$ cat config.mk
export PLATFORM = sky130hd
export DESIGN_NAME = supply_rst_seq
export DESIGN_NICKNAME = d
export VERILOG_FILES = /design/src/rtl/supply_rst_pkg.sv /design/src/rtl/supply_sync_bank.sv /design/src/rtl/supply_por_timer.sv /design/src/rtl/supply_warn_irq.sv /design/src/rtl/supply_rst_seq.sv
export SDC_FILE = /design/constraint.sdc
export NUM_CORES = 1
export LEC_CHECK = 0
export ABC_AREA = 1
export BUFFER_PORTS_ARGS = -buffer_cell sky130_fd_sc_hd__buf_2
export CAP_MARGIN = 10
export CORE_ASPECT_RATIO = 1.25
export CORE_UTILIZATION = 45
export CTS_CLUSTER_SIZE = 16
export DETAILED_ROUTE_END_ITERATION = 10
export PLACE_DENSITY = 0.62
export SLEW_MARGIN = 20
export SYNTH_ARGS = -nofsm -noshare
export SYNTH_HDL_FRONTEND = slang
export SYNTH_HIERARCHICAL = 1
export SYNTH_SLANG_ARGS = --single-unit
$ cat constraint.sdc
create_clock -name clk -period 1.58 [get_ports clk]
set_input_delay 0.158 -clock clk [delete_from_list [all_inputs] [get_ports clk]]
set_output_delay 0.158 -clock clk [all_outputs]
set_load 0.1 [all_outputs]
$ cat src/rtl/supply_rst_pkg.sv
package supply_rst_pkg;
  typedef struct packed {
    logic warn;
    logic min;
    logic bat;
    logic ext;
    logic line_n;
  } supply_flags_t;

  localparam int FLAG_BITS = $bits(supply_flags_t);
  localparam supply_flags_t FLAGS_IDLE = '{warn: 1'b0, min: 1'b0, bat: 1'b0,
                                           ext: 1'b0, line_n: 1'b1};
endpackage

$ cat src/rtl/supply_sync_bank.sv
module supply_sync_bank #(
  parameter int WIDTH = 5,
  parameter int STAGES = 2,
  parameter logic [WIDTH-1:0] INIT = '0
) (
  input  logic             clk,
  input  logic             rst,
  input  logic [WIDTH-1:0] d,
  output logic [WIDTH-1:0] q
);
  logic [STAGES-1:0][WIDTH-1:0] chain_q;

  always_ff @(posedge clk) begin
    if (rst) begin
      for (int s = 0; s < STAGES; s++) chain_q[s] <= INIT;
    end else begin
      chain_q[0] <= d;
      for (int s = 1; s < STAGES; s++) chain_q[s] <= chain_q[s-1];
    end
  end

  assign q = chain_q[STAGES-1];
endmodule

$ cat src/rtl/supply_por_timer.sv
module supply_por_timer #(
  parameter int POR_CYCLES = 21504
) (
  input  logic clk,
  input  logic rst,
  input  logic hold,
  output logic busy
);
  localparam int CW = $clog2(POR_CYCLES + 1);
  localparam logic [CW-1:0] LOAD = CW'(POR_CYCLES);

  logic [CW-1:0] cnt_q;

  always_ff @(posedge clk) begin
    if (rst || hold) cnt_q <= LOAD;
    else if (cnt_q != '0) cnt_q <= cnt_q - 1'b1;
  end

  assign busy = (cnt_q != '0);
endmodule

$ cat src/rtl/supply_warn_irq.sv
module supply_warn_irq (
  input  logic clk,
  input  logic rst,
  input  logic below_warn,
  input  logic enable,
  input  logic ack,
  input  logic clear,
  output logic irq
);
  logic prev_q;
  logic crossing;

  assign crossing = below_warn && !prev_q;

  always_ff @(posedge clk) begin
    if (rst) begin
      prev_q <= 1'b0;
      irq    <= 1'b0;
    end else begin
      prev_q <= below_warn;
      if (clear)                   irq <= 1'b0;
      else if (crossing && enable) irq <= 1'b1;
      else if (ack)                irq <= 1'b0;
    end
  end
endmodule

$ cat src/rtl/supply_rst_seq.sv
module supply_rst_seq
  import supply_rst_pkg::*;
#(
  parameter int POR_CYCLES  = 21504,
  parameter int SYNC_STAGES = 2
) (
  input  logic clk,
  input  logic rst,
  input  logic below_warn_i,
  input  logic below_min_i,
  input  logic below_bat_i,
  input  logic ext_rst_i,
  input  logic rst_line_i,
  input  logic warn_ie_i,
  input  logic warn_ack_i,
  output logic warn_irq_o,
  output logic cpu_rst_o,
  output logic ce_inhibit_o,
  output logic rst_line_pull_o,
  output logic bat_active_n_o
);
  supply_flags_t raw_flags;
  supply_flags_t sync_flags;
  logic          por_busy;
  logic          rst_cause;

  assign raw_flags = '{warn: below_warn_i, min: below_min_i, bat: below_bat_i,
                       ext: ext_rst_i, line_n: rst_line_i};

  supply_sync_bank #(
    .WIDTH (FLAG_BITS),
    .STAGES(SYNC_STAGES),
    .INIT  (FLAGS_IDLE)
  ) u_sync (
    .clk(clk),
    .rst(rst),
    .d  (raw_flags),
    .q  (sync_flags)
  );

  supply_por_timer #(
    .POR_CYCLES(POR_CYCLES)
  ) u_por (
    .clk (clk),
    .rst (rst),
    .hold(sync_flags.min),
    .busy(por_busy)
  );

  supply_warn_irq u_warn (
    .clk       (clk),
    .rst       (rst),
    .below_warn(sync_flags.warn),
    .enable    (warn_ie_i),
    .ack       (warn_ack_i),
    .clear     (cpu_rst_o),
    .irq       (warn_irq_o)
  );

  assign rst_cause = sync_flags.min || por_busy || sync_flags.ext || !sync_flags.line_n;

  always_ff @(posedge clk) begin
    if (rst) begin
      cpu_rst_o       <= 1'b1;
      ce_inhibit_o    <= 1'b1;
      rst_line_pull_o <= 1'b0;
      bat_active_n_o  <= 1'b1;
    end else begin
      cpu_rst_o       <= rst_cause;
      ce_inhibit_o    <= sync_flags.min || por_busy;
      rst_line_pull_o <= sync_flags.min;
      bat_active_n_o  <= !sync_flags.bat;
    end
  end
endmodule

* After elaboration in Yosys (flattened, before gate mapping) *
Index checks and enable logic that the tools add are counted.

operators by class
  $add $sub $neg = 1
  multiplexer cells = 2
  reduce and logical (&&, ||, !) cells = 12

operators with widths
  cell                     number
  $reduce_bool A15 Y1      1
  $sub A15 B1 Y15 const B  1
  $logic_or A1 B1 Y1       4
  $logic_not A1 Y1         3
  $logic_and A1 B1 Y1      2
  $mux W1                  2
  $reduce_bool A2 Y1       1
  $reduce_or A2 Y1         1

storage, ports and cells
  input port bits = 9
  bits in registers = 31

* Logic depth before layout (Yosys ltp) *
Gate-level depths: netlist (run 1).

  word-level depth = 4
  mapped depth = 9
  mapped depth without buffers = 9

* Cells and area by module *
The synthesis (run 1) kept the hierarchy.

by module, submodules not included
  module            cells each  seq. area each (sq um)  instances  area each (sq um)
  supply_por_timer  122         300.3                   1          807.0
  supply_sync_bank  37          200.2                   1          327.8
  supply_rst_seq    13          80.1                    1          117.6
  supply_warn_irq   10          40.0                    1          78.8

* Worst setup path after synthesis (run 1) *
Ideal clock, no wire load.

  path type = reg-to-reg
  start = reg u_por.cnt_q[0]
  end = reg cpu_rst_o
  data required time = 1.459 ns
  arrival = 1.258 ns
  stages on the path, launching flop included = 9
  path slack = 0.201 ns
  cells stage by stage = dfxtp_1 -> inv_1 -> ha_1 -> nand2_2 -> nor2_4 -> nand2_2 -> buf_6 -> nor2_2 -> nand3_1

between the ends
  word-level cells in the longest chain between the ends = 4

RTL lines
  element                           RTL line                source
  start: declaration                supply_por_timer.sv:12  logic [CW-1:0] cnt_q;
  start signal: assignment          supply_por_timer.sv:16  else if (cnt_q != '0) cnt_q <= cnt_q - 1'b1;
  $reduce_bool A15 Y1               supply_por_timer.sv:19  assign busy = (cnt_q != '0);
  named net por_busy                supply_rst_seq.sv:24    logic por_busy;
  $logic_or A1 B1 Y1 (3 in series)  supply_rst_seq.sv:60    assign rst_cause = sync_flags.min || por_busy || sync_flags.ext || !sync_flags.line_n;
  end signal: assignment            supply_rst_seq.sv:69    cpu_rst_o <= rst_cause;
  end: declaration                  supply_rst_seq.sv:17    output logic cpu_rst_o,

The timed path passes the listed nets, and every way through them passes these cells.
A chain may end at the register's enable or synchronous reset.

* Worst setup path in the final report (run 1) *
  start = reg u_por.cnt_q[0]
  end = reg u_por.cnt_q[0]

between the ends
  word-level cells in the longest chain between the ends = 1

RTL lines
  element              RTL line
  $reduce_bool A15 Y1  -
  named net por_busy   supply_rst_seq.sv:24

The timed path passes the listed nets, and every way through them passes these cells.

==> results.tsv, run 1 <==
stage	metric	value	unit
status	outcome	finished clean	
cts	cts_setup_buffers	0	
grt	grt_max_degree	15	
placed_design	hpwl	1.76	mm
die	rows	21	
finish	post-route-util	0.533	
grt	grt.total_usage	0.174	
yosys	synth_warnings	6	
yosys	synth_area_leaders	dfxtp_1, nor2_1, nand2_1, inv_1, nand3_1	
setup_path	worst_setup_path_start_kind	flip-flop	
sta	rsz0062_at_grt	false	
yosys	synth_flop_cell	dfxtp_1	
worst_hold_path	min-delay-start	ext_rst_i	
power_and_ir_drop	ir_drop	0.000686	V
die	initial_utilization	0.487	
cts	hold_buffers	1	
power_and_ir_drop	clkPwrFrac	0.238	
finish	diodes	0	
power_and_ir_drop	power	1.85	mW
sta	fin_worst_skew	0.00429	ns
sta	worst_slew_margin_rel	0.675	
yosys	synth_nets	192	
die	core	2730	um^2
cts	insertion_delay	0.33	ns
setup_path	cp-startpoint	u_por/cnt_q[0]	
setup_path	end_kind	flip-flop	
yosys	seq_area_frac_synth	0.466	
power_and_ir_drop	power_density	1270	nW/um^2
sta	fin_crit	1.40	ns
yosys	syn_area	1330	um^2
detailed_routing	wirelength	2.35	mm
die	die_area	3180	um^2
yosys	synth_edf_count	0	
finish	area_growth	9.49	%
placed_design	port_buffers	13	
yosys	synth_common_cells	nor2_1, nand2_1, dfxtp_1, inv_1, nand3_1	
cts	cts.clk_slew.worst_paths	0.09	ns
power_and_ir_drop	p_sw	0.639	mW
sta	min_period_over_period	0.888	
yosys	yosysMostFrequentCell	nor2_1	
power_and_ir_drop	p_leak	0.708	nW
power_and_ir_drop	swShare	0.345	
die	die_x	50.7	um
sta	fmax	0.713	GHz
cts	cts.sinks	31	
yosys	synth_cell_types	22	
power_and_ir_drop	p_int	1.21	mW
setup_path	r2r_start	u_por/cnt_q[0]	
yosys	synth_top_area_cell	dfxtp_1	
finish	layout-drive-gt1-share	0.166	
detailed_routing	drc	0	
detailed_routing	dr.pass1.iters	4	
detailed_routing	vias_per_cell	4.66	
power_and_ir_drop	p_seq_frac	0.502	
sta	holdWs	0.0263	ns
grt	grt_first_pass_wirelength	4.14	mm
power_and_ir_drop	combPwrFrac	0.260	
yosys	ys_seq_elements	31	
cts	cts_tree	yes	
yosys	synthCells	182	
sta	slew_viol_final	0	
placed_design	gp_congestion	0.867	
sta	worstMarginPinSlew	0.490	ns
grt	grt_pass1_vias	1089	
detailed_routing	drt_iter0_markers	19	
grt	grt_overflow	0	
sta	setup_tns	0	ns
cts	cts_buffer_depth	2	
detailed_routing	wire_per_inst	10.1	um
die	die_h	62.8	um
detailed_routing	ant_nets	0	
yosys	synth_top_cell_area_share	0.466	
worst_hold_path	hold_path.class	in -> reg	
setup_path	crit_arrival	1.63	ns
cts	cts_made_buffers	5	
setup_path	crit_type	reg -> reg	
yosys	syn_area_per_cell	7.31	um^2
detailed_routing	route.vias.total	1086	
setup_path	worstPathRequired	1.81	ns
cts	cts_resized	0	
die	io_pins	14	
finish	fin_nets	208	
cts	h-tree-depth	2	
grt	antenna_found_initial	0	
setup_path	cp_max_fo	13	
cts	cts-root-buf	clkbuf_4	
sta	final-hold-violation-count	0	
sta	setup_viol	0	
flow_run	max_cap_viol_count	0	
yosys	synth_async_sr_flop_share	0	
-- cell families after synthesis --
| family | count (synthesis) | share of synthesized area |
|---|---|---|
| adders and majority gates | 1 | 0.00940 |
| AOI/OAI and AO/OA | 6 | 0.0254 |
| buffers and inverters | 35 | 0.124 |
| xor gates and xnor gates | 5 | 0.0329 |
| and+or+nand+nor | 104 | 0.342 |
| DFF | 31 | 0.466 |
-- critical path, cell delays in order, from the launching register on --
cell     delay (ns)
dfxtp_1        0.33
inv_1          0.11
ha_1           0.19
nand2_2        0.10
nor2_4         0.13
nand2_2        0.17
o21ai_0        0.21
nor2_1         0.05
-- sequential cells by signal, indices dropped and copies added, names as in the netlist --
| signal | flops |
|---|---|
| u_por/cnt_q | 15 |
| u_warn/prev_q | 1 |
| u_sync/chain_q | 5 |
| rst_line_pull_o | 1 |
| u_sync/q | 5 |
| ce_inhibit_o | 1 |
| bat_active_n_o | 1 |
| u_warn/irq | 1 |
| cpu_rst_o | 1 |
-- layer usage --
metal / share of wire / global-route usage
met1: 0.42 / 0.175
met3: 0.052 / 0.0633
met5: 0 / 0
met4: 0.011 / 0.0799
met2: 0.52 / 0.310
-- worst paths after layout --
check                                    endpoint  slack, ns  cells after the start
worst min register to register     bat_active_n_o       0.39                      1
worst min-delay path            u_sync/chain_q[1]       0.03                      3
worst max register to register     u_por/cnt_q[0]       0.18                      7
worst max-delay path               u_por/cnt_q[0]       0.18                      7
-- power by group through the flow --
| stage | Sequential, mW | Combinational (mW) | Clock [mW] |
|---|---|---|---|
| 3_3_place_gp | 0.944 | 0.468 | 0 |
| 3_5_place_dp | 0.944 | 0.477 | 0 |
| 6_report | 0.928 | 0.482 | 0.441 |
| 5_1_grt | 0.940 | 0.548 | 0.492 |
| 4_1_cts | 0.926 | 0.482 | 0.461 |
| 2_1_floorplan | 0.937 | 0.387 | 0 |
-- layout by cell type (no fill, tap or decap) --
cell type	count
nor2_1	40
nand2_1	36
dfxtp_1	31
inv_1	27
buf_2	13
nand3_1	12
nor2_2	5
clkbuf_4	5
nand2_2	3
xnor2_1	3
a21oi_1	3
nor2_4	2
o21ai_0	2
and2_1	2
xor2_1	2
buf_4	2
clkinvlp_4	1
clkbuf_1	1
clkinv_2	1
dlygate4sd3_1	1
clkinv_1	1
nor3_1	1
nand4_1	1
nand3b_1	1
ha_1	1
or2_1	1
a21oi_2	1
-- final cells by class --
cell class | count | area, um^2
well taps | 34 | 42.5
inverters | 28 | 105
fillers | 287 | 1270
clock inverters | 2 | 12.5
repair buffers | 16 | 90.1
flip-flops and latches | 31 | 621
clock buffers | 6 | 41.3
multi-input cells | 116 | 546
-- metrics by stage --
stage / instance area, um^2 / std cells / setup WS (ns)
finish: 1460 / 233 / 0.177
global route: 1460 / 233 / 0.0669
CTS: 1460 / 233 / 0.183
detailed placement: 1390 / 224 / 0.201
global placement: 1390 / 224 / 0.265
floorplan: 1330 / 182 / 0.201
(Power assumes the default switching activity.)
==> run 2, diff against run 1 <==
Settings changed: CELL_PAD_IN_SITES_DETAIL_PLACEMENT from default to 0, CELL_PAD_IN_SITES_GLOBAL_PLACEMENT from default to 1, CORE_UTILIZATION 45 to 30, PLACE_DENSITY 0.62 to 0.57.
==> run 2 against run 1 <==
Compared with the run above:
- critical path depth stayed put
- maximum frequency is 0.87% higher
- global-route usage is 4.5 points lower
- final cell count is 9.4% higher
- hold slack better by 0.025 ns
- die area is 48% higher
- clock skew hardly changed
- critical path type unchanged
==> results.tsv, run 2 (synthesis gave the netlist of run 1 again) <==
stage	metric	value	unit	change
finish	area_growth	14.0	%	
cts	insertion_delay	0.28	ns	-0.05 ns
sta	slew_viol_final	0		unchanged
detailed_routing	wirelength	2.52	mm	+7.1%
cts	hold_buffers	0		-1
status	outcome	finished clean		
cts	cts.clk_slew.worst_paths	0.07	ns	-0.02 ns
sta	fmax	0.719	GHz	+0.87%
grt	grt.total_usage	0.129		-0.0452
finish	fin_nets	208		unchanged
finish	layout-drive-gt1-share	0.176		+0.0101
sta	holdWs	0.0513	ns	+0.0250 ns
power_and_ir_drop	ir_drop	0.000605	V	-12%
detailed_routing	route.vias.total	1057		-2.7%
sta	worst_slew_margin_rel	0.679		+0.00318
sta	setup_viol	0		unchanged
detailed_routing	vias_per_cell	4.15		-11%
grt	grt_overflow	0		unchanged
die	die_area	4710	um^2	+48%
die	rows	26		+24%
setup_path	cp_slowest_cell	dfxtp_1		
detailed_routing	dr.pass1.iters	4		unchanged
finish	regMostFlops	u_por/cnt_q		
detailed_routing	drc	0		unchanged
worst_hold_path	hold_path.class	in -> reg		
cts	cts_buffer_depth	2		unchanged
sta	min_period_over_period	0.880		-0.00767
power_and_ir_drop	power_density	1340	nW/um^2	+5.9%
cts	cts-root-buf	clkbuf_8		
cts	h-tree-depth	2		unchanged
placed_design	port_buffers	13		unchanged
setup_path	crit_family	simple AND/OR/NAND/NOR gates		
grt	grt_pass1_vias	1013		-7.0%
cts	cts_tree	yes		
setup_path	cp_cell_sequence	inv_1 > ha_1 > nand2_2 > nor2_4 > nand2_2 > o21ai_0 > nor2_1		
power_and_ir_drop	swShare	0.335		-0.0105
die	core	4160	um^2	+52%
finish	diodes	0		unchanged
sta	rsz0062_at_grt	false		
grt	antenna_found_initial	0		unchanged
setup_path	worstPathRequired	1.76	ns	-0.05 ns
setup_path	crit_arrival	1.57	ns	-0.06 ns
setup_path	cp_max_fo	13		unchanged
sta	final-hold-violation-count	0		unchanged
grt	grt_max_degree	15		unchanged
die	io_pins	14		unchanged
detailed_routing	ant_nets	0		unchanged
finish	layout_commonest_cell	nor2_1		
power_and_ir_drop	p_seq_frac	0.456		-0.046
finish	largest_reg_flops	15		unchanged
power_and_ir_drop	combPwrFrac	0.241		-0.019
cts	cts.sinks	31		unchanged
power_and_ir_drop	p_sw	0.683	mW	+6.9%
placed_design	gp_congestion	0.813		-6.2%
detailed_routing	drt_iter0_markers	28		+9
grt	grt_first_pass_wirelength	4.37	mm	+5.7%
finish	layout_common_cells	nor2_1, nand2_1, dfxtp_1		
die	initial_utilization	0.320		-0.167
die	die_h	76.5	um	+22%
die	die_x	61.6	um	+22%
placed_design	numPlacedInstances	247		+10%
sta	setup_tns	0	ns	unchanged
placed_design	hpwl	1.92	mm	+8.9%
cts	cts_setup_buffers	0		unchanged
setup_path	cpMostUsedCell	nand2_2		
cts	cts_made_buffers	5		unchanged
detailed_routing	wire_per_inst	9.87	um	-2.1%
power_and_ir_drop	p_int	1.36	mW	+12%
power_and_ir_drop	p_leak	0.720	nW	+1.7%
setup_path	path_buf_inv	1		unchanged
setup_path	worst_setup_path_start_kind	flip-flop		
setup_path	crit_type	reg -> reg		
sta	fin_crit	1.39	ns	-0.0121 ns
sta	worstMarginPinSlew	0.485	ns	-0.00481 ns
setup_path	cpPeakStageDelay	0.32	ns	about the same
power_and_ir_drop	clkPwrFrac	0.303		+0.065
finish	fin_cells	255		+9.4%
sta	fin_worst_skew	0.00401	ns	-0.000276 ns
setup_path	end_kind	flip-flop		
cts	cts_resized	0		unchanged
flow_run	max_cap_viol_count	0		unchanged
[run 2: cell types whose count changed in the layout (fill, tap and decap cells not counted)]
cell | before | now
clkbuf_8 | 0 | 5
clkbuf_1 | 1 | 0
clkinvlp_4 | 1 | 2
buf_4 | 2 | 3
dlygate4sd3_1 | 1 | 0
clkbuf_4 | 5 | 0
[run 2: final cells by class]
| cell class | instances | area, um^2 |
|---|---|---|
| Clock buffer | 5 | 68.8 |
| Clock inverter | 3 | 20.0 |
| Fill cell | 499 | 2650 |
| Inverter | 28 | 105 |
| Multi-Input combinational cell | 116 | 546 |
| Sequential cell | 31 | 621 |
| Tap cell | 56 | 70.1 |
| Timing Repair Buffer | 16 | 87.6 |
[run 2: worst paths after layout]
kind | from | endpoint | slack [ns] | cells after the start
worst max-delay path | u_por/cnt_q[0] | u_por/cnt_q[0] | 0.19 | 7
worst min-delay path | rst_line_i | u_sync/chain_q[0] | 0.05 | 3
worst max register to register | u_por/cnt_q[0] | u_por/cnt_q[0] | 0.19 | 7
worst min register to register | u_sync/q[2] | bat_active_n_o | 0.38 | 1
[run 2: power by group through the flow]
stage / Clock (mW) / Sequential [mW] / Combinational [mW]
2_1_floorplan: 0 / 0.937 / 0.387
3_3_place_gp: 0 / 0.946 / 0.500
3_5_place_dp: 0 / 0.949 / 0.499
4_1_cts: 0.643 / 0.931 / 0.502
5_1_grt: 0.689 / 0.940 / 0.569
6_report: 0.617 / 0.931 / 0.492
[run 2: worst min-delay path, cell delays in order]
cell and delay [ns]:
buf_2 0.07, inv_1 0.03, nand2_1 0.05
[run 2: routing by layer]
layer / track usage / wire (um) / part of all wire / vias to the layer above
li1: - / - / - / 569
met1: 0.141 / 1080 / 0.43 / 468
met2: 0.219 / 1300 / 0.52 / 14
met3: 0.0407 / 80 / 0.032 / 6
met4: 0.0533 / 50 / 0.020 / 0
met5: 0 / 0 / 0 / -
[run 2: stage by stage]
| stage | power (mW) | cell area (um^2) | setup WS (ns) | util |
|---|---|---|---|---|
| 2_1_floorplan | 1.32 | 1330 | 0.201 | - |
| 3_3_place_gp | 1.45 | 1430 | 0.227 | 0.343 |
| 3_5_place_dp | 1.45 | 1430 | 0.184 | 0.343 |
| 4_1_cts | 2.08 | 1520 | 0.168 | 0.364 |
| 5_1_grt | 2.20 | 1520 | 0.0242 | 0.364 |
| 6_report | 2.04 | 1520 | 0.189 | 0.364 |
